## config.mk

```make
export PLATFORM = sky130hd
export DESIGN_NAME = kbd_cmd_responder
export DESIGN_NICKNAME = d
export VERILOG_FILES = /design/src/rtl/kbd_rsp_pkg.sv /design/src/rtl/kbd_rsp_decode.sv /design/src/rtl/kbd_rsp_state.sv /design/src/rtl/kbd_rsp_seq.sv /design/src/rtl/kbd_cmd_responder.sv
export SDC_FILE = /design/constraint.sdc
export NUM_CORES = 1
export LEC_CHECK = 0
export BUFFER_PORTS_ARGS = -buffer_cell sky130_fd_sc_hd__buf_2
export CAP_MARGIN = 0
export CORE_ASPECT_RATIO = 0.6
export CORE_MARGIN = 3
export CORE_UTILIZATION = 40
export CTS_CLUSTER_DIAMETER = 50
export CTS_CLUSTER_SIZE = 10
export DETAILED_ROUTE_END_ITERATION = 10
export PLACE_DENSITY = 0.73
export RECOVER_POWER = 25
export SKIP_LAST_GASP = 1
export SYNTH_ARGS = -nofsm -noshare
export SYNTH_HDL_FRONTEND = slang
export SYNTH_HIERARCHICAL = 1
export SYNTH_SLANG_ARGS = --single-unit
```

## constraint.sdc

```tcl
create_clock -name clk_i -period 3.13 [get_ports clk_i]
set_clock_uncertainty 0.1 [all_clocks]
set_input_delay 0.4695 -clock clk_i [delete_from_list [all_inputs] [get_ports clk_i]]
set_output_delay 0.4695 -clock clk_i [all_outputs]
set_load 0.02 [all_outputs]
```

## src/rtl/kbd_rsp_pkg.sv

```systemverilog
package kbd_rsp_pkg;
  localparam int BYTE_W = 8;

  localparam logic [BYTE_W-1:0] RSP_ACK    = 8'hFA;
  localparam logic [BYTE_W-1:0] RSP_RESEND = 8'hFE;
  localparam logic [BYTE_W-1:0] RSP_POR    = 8'hAA;

  localparam logic [BYTE_W-1:0] CMD_LEDS   = 8'hED;
  localparam logic [BYTE_W-1:0] CMD_ECHO   = 8'hEE;
  localparam logic [BYTE_W-1:0] CMD_RATE   = 8'hF3;
  localparam logic [BYTE_W-1:0] CMD_SC_ON  = 8'hF4;
  localparam logic [BYTE_W-1:0] CMD_RST_OFF= 8'hF5;
  localparam logic [BYTE_W-1:0] CMD_RST_ON = 8'hF6;
  localparam logic [BYTE_W-1:0] CMD_RESET  = 8'hFF;
  localparam logic [BYTE_W-1:0] CMD_NULL   = 8'h00;
  localparam logic [BYTE_W-1:0] CMD_BAD    = 8'h05;

  typedef enum logic [1:0] {
    PEND_NONE = 2'd0,
    PEND_LEDS = 2'd1,
    PEND_RATE = 2'd2
  } pend_e;

  typedef struct packed {
    logic [1:0]        n_rsp;
    logic [BYTE_W-1:0] rsp0;
    logic [BYTE_W-1:0] rsp1;
    logic              scan_set;
    logic              scan_clr;
    pend_e             next_pend;
  } decode_t;
endpackage

```

## src/rtl/kbd_rsp_decode.sv

```systemverilog
module kbd_rsp_decode
  import kbd_rsp_pkg::*;
(
  input  pend_e             pend_i,
  input  logic [BYTE_W-1:0] byte_i,
  output decode_t           dec_o
);
  always_comb begin
    dec_o           = '0;
    dec_o.next_pend = PEND_NONE;
    dec_o.n_rsp     = 2'd1;
    dec_o.rsp0      = RSP_ACK;
    if (pend_i != PEND_NONE) begin
      // argument byte: acknowledged whatever its value
      dec_o.n_rsp = 2'd1;
    end else begin
      unique case (byte_i)
        CMD_LEDS: begin
          dec_o.n_rsp     = 2'd0;
          dec_o.next_pend = PEND_LEDS;
        end
        CMD_RATE: begin
          dec_o.n_rsp     = 2'd0;
          dec_o.next_pend = PEND_RATE;
        end
        CMD_ECHO:    dec_o.rsp0 = CMD_ECHO;
        CMD_BAD:     dec_o.rsp0 = RSP_RESEND;
        CMD_SC_ON:   dec_o.scan_set = 1'b1;
        CMD_RST_ON:  dec_o.scan_set = 1'b1;
        CMD_RST_OFF: dec_o.scan_clr = 1'b1;
        CMD_RESET: begin
          dec_o.scan_set = 1'b1;
          dec_o.n_rsp    = 2'd2;
          dec_o.rsp1     = RSP_POR;
        end
        default: ;
      endcase
    end
  end
endmodule

```

## src/rtl/kbd_rsp_state.sv

```systemverilog
module kbd_rsp_state
  import kbd_rsp_pkg::*;
#(
  parameter logic SCAN_EN_RST = 1'b1
) (
  input  logic              clk_i,
  input  logic              rst_ni,
  input  logic              accept_i,
  input  logic [BYTE_W-1:0] byte_i,
  input  decode_t           dec_i,
  output pend_e             pend_o,
  output logic              scan_en_o
);
  pend_e pend_q;
  logic  scan_q;

  always_ff @(posedge clk_i or negedge rst_ni) begin
    if (!rst_ni) begin
      pend_q <= PEND_NONE;
      scan_q <= SCAN_EN_RST;
    end else if (accept_i) begin
      pend_q <= dec_i.next_pend;
      if (dec_i.scan_set)      scan_q <= 1'b1;
      else if (dec_i.scan_clr) scan_q <= 1'b0;
    end
  end

  assign pend_o    = pend_q;
  assign scan_en_o = scan_q;

  AST_PEND_CLEARS: assert property (@(posedge clk_i) disable iff (!rst_ni)
    accept_i && pend_q != PEND_NONE |=> pend_q == PEND_NONE);
  AST_ARG_KEEPS_SCAN: assert property (@(posedge clk_i) disable iff (!rst_ni)
    accept_i && pend_q != PEND_NONE |=> $stable(scan_q));
  AST_SCAN_OFF: assert property (@(posedge clk_i) disable iff (!rst_ni)
    accept_i && pend_q == PEND_NONE && byte_i == CMD_RST_OFF |=> !scan_q);
  AST_SCAN_ON_RESET: assert property (@(posedge clk_i) disable iff (!rst_ni)
    accept_i && pend_q == PEND_NONE && byte_i == CMD_RESET |=> scan_q);
endmodule

```

## src/rtl/kbd_rsp_seq.sv

```systemverilog
module kbd_rsp_seq
  import kbd_rsp_pkg::*;
(
  input  logic              clk_i,
  input  logic              rst_ni,
  input  logic              accept_i,
  input  decode_t           dec_i,
  output logic              rsp_valid_o,
  output logic [BYTE_W-1:0] rsp_byte_o,
  output logic              busy_o
);
  logic              hold_q;
  logic [BYTE_W-1:0] hold_byte_q;

  always_ff @(posedge clk_i or negedge rst_ni) begin
    if (!rst_ni) begin
      rsp_valid_o <= 1'b0;
      rsp_byte_o  <= '0;
      hold_q      <= 1'b0;
      hold_byte_q <= '0;
    end else if (accept_i) begin
      rsp_valid_o <= dec_i.n_rsp != 2'd0;
      rsp_byte_o  <= dec_i.rsp0;
      hold_q      <= dec_i.n_rsp == 2'd2;
      hold_byte_q <= dec_i.rsp1;
    end else if (hold_q) begin
      rsp_valid_o <= 1'b1;
      rsp_byte_o  <= hold_byte_q;
      hold_q      <= 1'b0;
    end else begin
      rsp_valid_o <= 1'b0;
    end
  end

  assign busy_o = hold_q;

  AST_BUSY_WITH_FIRST: assert property (@(posedge clk_i) disable iff (!rst_ni)
    busy_o |-> rsp_valid_o && rsp_byte_o == RSP_ACK);
  AST_SECOND_NEXT: assert property (@(posedge clk_i) disable iff (!rst_ni)
    busy_o |=> rsp_valid_o && rsp_byte_o == RSP_POR && !busy_o);
  AST_NO_REPLY_IDLE: assert property (@(posedge clk_i) disable iff (!rst_ni)
    !accept_i && !busy_o |=> !rsp_valid_o);
endmodule

```

## src/rtl/kbd_cmd_responder.sv

```systemverilog
module kbd_cmd_responder
  import kbd_rsp_pkg::*;
#(
  parameter logic SCAN_EN_RST = 1'b1
) (
  input  logic              clk_i,
  input  logic              rst_ni,
  input  logic              cmd_valid_i,
  input  logic [BYTE_W-1:0] cmd_byte_i,
  output logic              cmd_ready_o,
  output logic              rsp_valid_o,
  output logic [BYTE_W-1:0] rsp_byte_o,
  output logic              busy_o,
  output logic              scan_en_o
);
  pend_e   pend;
  decode_t dec;
  logic    accept;

  assign cmd_ready_o = !busy_o;
  assign accept      = cmd_valid_i && cmd_ready_o;

  kbd_rsp_decode u_decode (
    .pend_i (pend),
    .byte_i (cmd_byte_i),
    .dec_o  (dec)
  );

  kbd_rsp_state #(.SCAN_EN_RST(SCAN_EN_RST)) u_state (
    .clk_i     (clk_i),
    .rst_ni    (rst_ni),
    .accept_i  (accept),
    .byte_i    (cmd_byte_i),
    .dec_i     (dec),
    .pend_o    (pend),
    .scan_en_o (scan_en_o)
  );

  kbd_rsp_seq u_seq (
    .clk_i       (clk_i),
    .rst_ni      (rst_ni),
    .accept_i    (accept),
    .dec_i       (dec),
    .rsp_valid_o (rsp_valid_o),
    .rsp_byte_o  (rsp_byte_o),
    .busy_o      (busy_o)
  );

  AST_HOLD_OFF: assert property (@(posedge clk_i) disable iff (!rst_ni)
    busy_o && cmd_valid_i |=> $stable(scan_en_o) && !busy_o);
  AST_ACCEPT_REPLIES: assert property (@(posedge clk_i) disable iff (!rst_ni)
    cmd_valid_i && cmd_ready_o && pend == PEND_NONE && cmd_byte_i == CMD_ECHO
    |=> rsp_valid_o && rsp_byte_o == CMD_ECHO);
endmodule

```

==> reports/results.tsv <==
metric	value	unit
status	complete, no violations	
layout.nets	136	
crit_path_cell_trace	buf_2	
antenna_found_initial	0	
ys_seq_elements	21	
vdd_drop_max	0.282	mV
cts_sinks	21	
yosys_warnings	6	
period_share	0.574	
ios	23	
postSynthAreaPerCell	10.7	um2
hold_viol	0	
ys_top_cells_by_area	dfrtp_1 (44%), buf_4 (9.3%), mux2_2 (8.9%)	
critPathCaptureType	output pin	
overflow	0	
synth.distinct_cells	29	
num_rows	14	
path_class	reg2out	
core	2610	um2
grt_pass1_wl	3.39	mm
drive_gt1_frac	0.306	
worst_setup_path_start_kind	flop	
insertedDiodeCount	0	
clock-root-buffer	clkbuf_8	
setup_violations	0	
fmax	557	MHz
r2r_start	u_seq/busy_o	
ant_nets	0	
rrSetupSlack	1.44	ns
arrival	1.23	ns
yosysSeqAreaShare	0.464	
wire_per_inst	13.3	um
synth_compound_area_frac	0.0728	
vias	761	
wirelength	2.07	mm
hold_class	in2async	
die_w	74.8	um
initial_core_util	0.435	
cts_buffer_depth	2	
p_leak	0.000579	uW
synthMuxAreaShare	0.173	
cts_max_level	1	
synth_top_area_cell	dfrtp_1	
cts_tree	yes	
cp_top_family	flip-flops	
fin_tns_setup	0	ns
grt_pass1_vias	730	
track_usage	0.134	
path_buf_inv	1	
numCtsBuffers	3	
dr.pass1.iters	4	
cts_resized	0	
worstPathRequired	2.56	ns
synth_top_family_by_area	multiplexers	
die-area	3530	um2
hpwlAfterDp	1.56	mm
post-route-min-period	1.80	ns
drcViolationCount	0	
critPathSlowestCell	dfrtp_1	
cts_hold_buf	0	
synthAdderAreaFrac	0	
synthCells	106	
p_per_area	444	nW/um2
grt_max_degree	32	
port-buffer-count	22	
gp_congestion	0.774	
max_slew_margin	0.261	
syn_area	1130	um2
synth_top_area_frac	0.441	
worstMarginPinSlew	1.11	ns
cp-startpoint	u_seq/busy_o	
clk_latency	0.26	ns
rsz0062_at_grt	no	
place_inst	152	
clk_pin_slew	0.07	ns
die_y	47.3	um
max_stage_delay	0.70	ns
fin_cells	156	
slew_viol_final	0	
via_per_inst	4.88	
synth_xor_area_frac	0.00772	
drtIter0Drc	59	
area_growth	8.60	%
holdWs	0.299	ns
yosys.area_share.simple	0.152	
cts_setup_buffers	0	
critPathMaxFanout	12	
maxCapViolCount	0	
-- per-stage QoR --
step	util	instance area (um2)	setup WS [ns]	total power (uW)
after global placement	0.455	1190	1.36	377
after floorplan	-	1160	1.56	360
after global routing	0.472	1230	1.25	583
final	0.472	1230	1.33	548
after detailed placement	0.455	1190	1.35	382
after CTS	0.473	1230	1.29	560
-- cell type report --
class                   count  area [um2]
fillers                   255        1380
flip-flops and latches     21         527
multi-input cells          75         500
repair buffers             23         116
clock buffers               4        45.0
well taps                  32        40.0
inverters                   1        3.75
-- cells by family (layout without fill, tap and decap cells) --
family                 after synthesis  after routing
XOR/XNOR                             1              1
buffers and inverters               18             28
other                                2             10
multiplexers                        18             18
AO/OA/AOI/OAI                       13             13
AND/OR/NAND/NOR                     33             33
flip-flops                          21             21
-- synthesized netlist by cell type (all sizes together) --
| cell | instances |
|---|---|
| dfrtp | 20 |
| buf | 17 |
| nand2 | 11 |
| mux2 | 10 |
| mux2i | 8 |
| o21ai | 8 |
| nor2 | 5 |
| nor3b | 4 |
| nor4 | 3 |
| a21oi | 2 |
| conb | 2 |
| nand3 | 2 |
| nor2b | 2 |
| a22o | 1 |
| and2 | 1 |
| and3 | 1 |
| and3b | 1 |
| dfstp | 1 |
| inv | 1 |
| nand2b | 1 |
| nand4 | 1 |
| o21bai | 1 |
| o41ai | 1 |
| or4 | 1 |
| xor2 | 1 |
-- worst register-to-register path, stage by stage, from the launching register on --
cell and delay (ns):
dfrtp_1 0.59, nor2b_2 0.19, buf_4 0.31, mux2_2 0.39
-- per-layer routing --
layer  wire length [um]  global-route usage  part of all wire  up-vias
met2                984               0.218              0.48       22
met3                149              0.0534             0.072        2
met4                 10              0.0319            0.0048        0
li1                   -                   -                 -      381
met5                  0                   0                 0        -
met1                927               0.170              0.45      356
-- path summary, 6_finish.rpt --
path,end,depth (start not counted)
max,busy_o,1
min,u_seq/hold_byte_q[2],1
min in group clk_i,u_seq/hold_byte_q[0],1
max in group asynchronous,u_seq/rsp_byte_o[7],1
max reg2reg,u_state/pend_o[1],3
min reg2reg,u_seq/hold_byte_q[0],1
-- report_power, final --
group	internal, uW	switching, uW
sequential	289	7.91
clock	90.5	80.8
combinational	30.6	48.5
-- state kept, by name, summed over array words and instances (netlist names) --
register,cells
u_state/pend_o,2
u_state/scan_en_o,1
u_seq/hold_byte_q,8
u_seq/rsp_valid_o,1
u_seq/busy_o,1
u_seq/rsp_byte_o,8
-- placed cells by master, fill, tap and decap left out, types with 2 or more instances in the layout --
cell      Yosys  routed
clkbuf_8      0       3
mux2_2        9       9
mux2i_1       8       8
o21ai_0       8       8
buf_2         1      21
nor2_1        5       5
dfrtp_1      20      20
clkbuf_1      0       2
nand2_1      11      11
nand3_1       2       2
a21oi_1       2       2
nor3b_1       4       4
conb_1        2      10
nor4_1        3       3
Power figures use the tool's default switching activity.
